===== src/rtl/burst_col_pkg.sv =====
package burst_col_pkg;

  // Burst length codes; unlisted values act as a single beat.
  typedef enum logic [2:0] {
    BLEN_1    = 3'd0,
    BLEN_2    = 3'd1,
    BLEN_4    = 3'd2,
    BLEN_8    = 3'd3,
    BLEN_PAGE = 3'd7
  } blen_code_e;

  localparam int unsigned LEN_CODE_W = 3;

endpackage


===== src/rtl/burst_len_decode.sv =====
module burst_len_decode
  import burst_col_pkg::*;
#(
  parameter int unsigned COL_W = 9
) (
  input  logic [LEN_CODE_W-1:0] code_i,
  output logic [COL_W-1:0]      win_mask_o,
  output logic                  page_o
);

  localparam logic [COL_W-1:0] ALL_ONES = {COL_W{1'b1}};

  always_comb begin
    page_o     = 1'b0;
    win_mask_o = '0;
    case (code_i)
      BLEN_2:    win_mask_o = COL_W'(1);
      BLEN_4:    win_mask_o = COL_W'(3);
      BLEN_8:    win_mask_o = COL_W'(7);
      BLEN_PAGE: begin
        win_mask_o = ALL_ONES;
        page_o     = 1'b1;
      end
      default:   win_mask_o = '0;
    endcase
  end

endmodule


===== src/rtl/beat_addr_calc.sv =====
module beat_addr_calc #(
  parameter int unsigned COL_W = 9
) (
  input  logic [COL_W-1:0] start_col_i,
  input  logic [COL_W-1:0] win_mask_i,
  input  logic             ilv_i,
  input  logic [COL_W-1:0] beat_i,
  output logic [COL_W-1:0] col_o
);

  logic [COL_W-1:0] base;
  logic [COL_W-1:0] seq_low;
  logic [COL_W-1:0] ilv_low;

  always_comb begin
    base    = start_col_i & ~win_mask_i;
    seq_low = (start_col_i + beat_i) & win_mask_i;
    ilv_low = (start_col_i ^ beat_i) & win_mask_i;
    col_o   = base | (ilv_i ? ilv_low : seq_low);
  end

endmodule


===== src/rtl/burst_col_gen.sv =====
module burst_col_gen
  import burst_col_pkg::*;
#(
  parameter int unsigned COL_W = 9
) (
  input  logic                  clk,
  input  logic                  rst,
  input  logic                  start_i,
  input  logic [COL_W-1:0]      start_col_i,
  input  logic [LEN_CODE_W-1:0] len_code_i,
  input  logic                  ilv_i,
  input  logic                  stop_i,
  output logic [COL_W-1:0]      col_o,
  output logic                  valid_o,
  output logic                  last_o
);

  // captured command
  logic [COL_W-1:0] hold_col;
  logic [COL_W-1:0] hold_mask;
  logic             hold_page;
  logic             hold_ilv;
  logic [COL_W-1:0] beat_q;

  // decoded live command
  logic [COL_W-1:0] dec_mask;
  logic             dec_page;

  // selected command for the next beat
  logic [COL_W-1:0] sel_col;
  logic [COL_W-1:0] sel_mask;
  logic             sel_page;
  logic             sel_ilv;
  logic [COL_W-1:0] beat_nxt;
  logic [COL_W-1:0] col_nxt;
  logic             last_nxt;
  logic             go_on;

  burst_len_decode #(.COL_W(COL_W)) u_dec (
    .code_i     (len_code_i),
    .win_mask_o (dec_mask),
    .page_o     (dec_page)
  );

  always_comb begin
    sel_col  = start_i ? start_col_i : hold_col;
    sel_mask = start_i ? dec_mask : hold_mask;
    sel_page = start_i ? dec_page : hold_page;
    sel_ilv  = (start_i ? ilv_i : hold_ilv) & ~sel_page;
    beat_nxt = start_i ? '0 : beat_q + COL_W'(1);
    last_nxt = ~sel_page && (beat_nxt == sel_mask);
    go_on    = start_i | (valid_o & ~stop_i & ~last_o);
  end

  beat_addr_calc #(.COL_W(COL_W)) u_calc (
    .start_col_i (sel_col),
    .win_mask_i  (sel_mask),
    .ilv_i       (sel_ilv),
    .beat_i      (beat_nxt),
    .col_o       (col_nxt)
  );

  always_ff @(posedge clk) begin
    if (rst) begin
      hold_col  <= '0;
      hold_mask <= '0;
      hold_page <= 1'b0;
      hold_ilv  <= 1'b0;
      beat_q    <= '0;
      col_o     <= '0;
      valid_o   <= 1'b0;
      last_o    <= 1'b0;
    end else begin
      if (start_i) begin
        hold_col  <= start_col_i;
        hold_mask <= dec_mask;
        hold_page <= dec_page;
        hold_ilv  <= ilv_i & ~dec_page;
      end
      valid_o <= go_on;
      if (go_on) begin
        beat_q <= beat_nxt;
        col_o  <= col_nxt;
        last_o <= last_nxt;
      end else begin
        last_o <= 1'b0;
      end
    end
  end

  // ---------------- assertions ----------------
  p_start_beat0_r2: assert property (@(posedge clk) disable iff (rst)
    start_i |=> valid_o && col_o == $past(start_col_i));

  p_last_needs_valid_r8: assert property (@(posedge clk) disable iff (rst)
    last_o |-> valid_o);

  p_end_after_last_r3: assert property (@(posedge clk) disable iff (rst)
    valid_o && last_o && !start_i |=> !valid_o);

  p_stop_ends_r9: assert property (@(posedge clk) disable iff (rst)
    valid_o && stop_i && !start_i |=> !valid_o);

  p_page_no_last_r6: assert property (@(posedge clk) disable iff (rst)
    valid_o && hold_page |-> !last_o);

  p_seq_step_r4: assert property (@(posedge clk) disable iff (rst)
    valid_o && !last_o && !stop_i && !start_i && !hold_ilv |=>
      ((col_o & hold_mask) == (($past(col_o) + COL_W'(1)) & hold_mask)));

  p_window_kept_r11: assert property (@(posedge clk) disable iff (rst)
    valid_o && !last_o && !stop_i && !start_i |=>
      ((col_o & ~hold_mask) == ($past(col_o) & ~hold_mask)));

endmodule


===== config.mk =====
export PLATFORM = sky130hd
export DESIGN_NAME = burst_col_gen
export DESIGN_NICKNAME = d
export VERILOG_FILES = /design/src/rtl/burst_col_pkg.sv /design/src/rtl/burst_len_decode.sv /design/src/rtl/beat_addr_calc.sv /design/src/rtl/burst_col_gen.sv
export SDC_FILE = /design/constraint.sdc
export NUM_CORES = 1
export LEC_CHECK = 0
export BUFFER_PORTS_ARGS = -buffer_cell sky130_fd_sc_hd__buf_2
export CORE_AREA = 8 8 75 77
export CTS_BUF_LIST = sky130_fd_sc_hd__clkbuf_16
export DETAILED_ROUTE_END_ITERATION = 10
export DIE_AREA = 0 0 83 85
export PLACE_DENSITY = 0.74
export SYNTH_ARGS = -nofsm -noshare
export SYNTH_HDL_FRONTEND = slang
export SYNTH_SLANG_ARGS = --single-unit

===== constraint.sdc =====
create_clock -name clk -period 3.5 [get_ports clk]
set_clock_uncertainty 0.1 [all_clocks]
set_input_delay 0.7 -clock clk [delete_from_list [all_inputs] [get_ports clk]]
set_output_delay 0.7 -clock clk [all_outputs]
set_load 0.02 [all_outputs]

==> qor.yml <==
outcome:
  status: "finished, final reports clean"
timing:
  hold_viol: 0
  worst_slack_ns: 0.519
  tightest_slew_ns: 0.708
  max_freq_mhz: 335
  slew-limit-headroom_pct: 52.4
  rsz0062_at_grt: "no"
  setup_viol: 0
  fin_crit_sh_pct: 85.2
  fin_crit_ns: 2.98
  drv_slew: 0
  finalSetupTns_ns: 0
pwr:
  total_power_uw: 1150
  p_leak_uw: 0.00112
  power_density_nw_per_um2: 428
  ir_worst_vdd_uv: 318
die:
  initial_utilization_pct: 52.1
  fp.coreArea_um2: 4540
  placementRows: 25
  ios: 28
  fp.dieH_um: 85
  fp.dieArea_um2: 7060
  die_width_um: 83
global_route:
  grt_pass1_vias: 2008
  track_usage_pct: 15.8
  grt_antenna_before_repair: 0
  grt_pass1_wl_mm: 9.32
  grt_max_degree: 34
  grt_overflow: 0
clock_network:
  cts_tree: "done"
  numCtsBuffers: 5
  hold_buffers: 0
  cts_resized: 0
  clkSinkCount: 40
  root_buffer: "clkbuf_16"
  post-cts-setup-buffers: 0
  clock_path_buffers: 2
  insertion_delay_ns: 0.28
  cts_max_level: 2
  clkTransAtPathRegs_ns: 0.06
worst_setup_path:
  worst-r2r-cell-count: 12
  crit_arrival_ns: 3.06
  crit_fanout: 11
  slowest_stage: "a311o_1"
  rrSetupSlack_ns: 0.54
  crit_required_ns: 3.58
  cpLargestDelayFamily: "compound AO/OA/AOI/OAI gates"
  crit_type: "in2reg"
  crit_chain: "buf_2 > buf_4 > mux2i_1 > inv_1 > ha_1 > a21o_1 > a21oi_1 > a311o_1 > a31oi_1 > mux2i_1 > xnor2_1 > a21o_1"
  reg2reg_from: "beat_q[0]$_SDFFE_PP0N_"
  slowest_delay_ns: 0.35
  start_kind: "input port"
  crit_buf_inv: 3
  endpoint_kind: "flop"
  r2r-end: "col_o[8]$_SDFFE_PP0N_"
hold_path:
  worst_hold_startpoint: "col_o[1]$_SDFFE_PP0N_"
  hold_class: "reg2reg"
  holdPathEnd: "col_o[1]$_SDFFE_PP0N_"
  min_path_cells: 2
synth:
  ys_warn_count: 0
  synthArstFlopShare_pct: 0
  ys_types: 50
  synth_nets: 313
  yosysSeqAreaShare_pct: 33.9
  ys.flop_type: "dfxtp_1"
  syn-cell-area_um2: 2360
  synth_cells: 286
  ys_ff_latch: 40
  synth_edf_count: 0
  avgSynthCellArea_um2: 8.26
routing:
  dr.pass1.iters: 4
  routed_wl_mm: 5.42
  drtAntennaViolNets: 0
  drt_iter0_drc: 198
  vias: 2057
  vias_per_cell: 5.59
  wl_per_cell_um: 14.7
  drc_errors: 0
run:
  maxCapViolCount: 0
layout:
  fillers: 388
  nNetsFinal: 340
  antenna_cells: 0
  drive_gt1_share_pct: 17.5
  area_growth_pct: 13.4
placed_design:
  globalplace.congestion: 0.878
  dp_hpwl_mm: 4.03
  port_buffers: 27
  post-place-ws_ns: 0.267
-- Yosys cell counts, drive strengths merged, types with 6 or more instances --
| master | number | share of area [%] |
|---|---|---|
| inv | 12 | 1.9 |
| a21oi | 27 | 6.4 |
| ha | 9 | 4.8 |
| or3 | 6 | 1.6 |
| o211ai | 7 | 2.2 |
| xor2 | 8 | 3.0 |
| nor2b | 9 | 2.4 |
| nand3 | 6 | 1.5 |
| mux2i | 9 | 3.8 |
| buf | 8 | 2.7 |
| nor2 | 35 | 5.6 |
| dfxtp | 40 | 34 |
| xnor2 | 12 | 4.4 |
| nand2 | 31 | 5.0 |
| o21ai | 14 | 3.1 |
-- power by group --
group / internal, uW / leakage, uW / switching [uW] / total (uW)
combinational: 62.9 / 0.000716 / 96.0 / 159
sequential: 475 / 0.000327 / 8.66 / 484
clock: 331 / 0.0000789 / 173 / 504
-- routing by layer --
layer	part of all wire [%]	vias to the layer above	wire length [um]	track usage, %
li1	-	1055	-	-
met1	48	948	2590	19.9
met2	46	43	2490	24.5
met3	4.1	11	224	4.02
met4	2.0	0	110	7.35
met5	0	-	0	0
-- cell type report --
type / instances / area, um2 / area share, %
clock buffer: 5 / 125 / 4.67
clock inverter: 3 / 37.5 / 1.40
inverter: 12 / 45.0 / 1.68
multi-input combinational: 221 / 1430 / 53.1
sequential: 40 / 801 / 29.9
tap: 54 / 67.6 / 2.52
timing repair buffer: 33 / 180 / 6.72
-- through the flow --
| step | cells | area, um2 | hold slack, ns | util (%) |
|---|---|---|---|---|
| 4_1_cts | 368 | 2680 | 0.351 | 59.1 |
| 3_3_place_gp | 360 | 2520 | 0.337 | 55.5 |
| 2_1_floorplan | 286 | 2360 | 0.327 | - |
| 6_report | 368 | 2680 | 0.347 | 59.1 |
| 5_1_grt | 368 | 2680 | 0.367 | 59.1 |
| 3_5_place_dp | 360 | 2520 | 0.342 | 55.5 |
-- layout by cell type (no fill, tap or decap), drive strengths merged, types with 3 or more instances in the layout --
| cell type | netlist | layout |
|---|---|---|
| nor3 | 3 | 3 |
| ha | 9 | 9 |
| nor2 | 35 | 35 |
| nor3b | 5 | 5 |
| inv | 12 | 12 |
| a21o | 4 | 4 |
| o22ai | 3 | 3 |
| nand3 | 6 | 6 |
| xnor2 | 12 | 12 |
| or3 | 6 | 6 |
| dfxtp | 40 | 40 |
| mux2i | 9 | 9 |
| nand2 | 31 | 31 |
| o21ai | 14 | 14 |
| nor4 | 3 | 3 |
| xor2 | 8 | 8 |
| o211ai | 7 | 7 |
| a21oi | 27 | 27 |
| mux2 | 4 | 4 |
| clkbuf | 5 | 5 |
| buf | 8 | 33 |
| nor2b | 9 | 9 |
| a311o | 3 | 3 |
-- worst reg2reg max path: cells and delay by family (launching register included) --
kind / cells / cell delay, ns
AOI/OAI and AO/OA: 4 / 0.58
DFF: 1 / 0.48
adders and majority gates: 2 / 0.63
xor gates and xnor gates: 2 / 0.37
and+or+nand+nor: 3 / 0.46
muxes: 1 / 0.25
-- flip-flops by register name, summed over array words and instances, names as in the netlist --
name,flops
hold_mask,9
hold_ilv,1
hold_page,1
last_o,1
col_o,9
valid_o,1
hold_col,9
beat_q,9
-- cells by family (layout without fill, tap and decap cells) --
group / Yosys count / count (layout) / synth area share, %
compound gates: 70 / 70 / 19.0
xor+xnor: 20 / 20 / 7.41
fa+ha+maj: 10 / 10 / 5.61
buf+inv: 25 / 53 / 5.82
flops: 40 / 40 / 33.9
mux: 13 / 13 / 5.72
simple gates: 108 / 108 / 22.6
-- how the worst max path moves through the flow --
stage	startpoint	endpoint	slack, ns	cells past startpoint
2_1_floorplan	start_i	col_o[8]$_SDFFE_PP0N_	0.19	13
3_3_place_gp	start_i	col_o[8]$_SDFFE_PP0N_	0.34	12
3_5_place_dp	start_i	col_o[8]$_SDFFE_PP0N_	0.27	12
4_1_cts	start_i	col_o[8]$_SDFFE_PP0N_	0.55	12
5_1_grt	start_i	col_o[8]$_SDFFE_PP0N_	0.33	12
6_report	start_i	col_o[8]$_SDFFE_PP0N_	0.52	12
No activity file was read; power rests on OpenSTA's default activity.
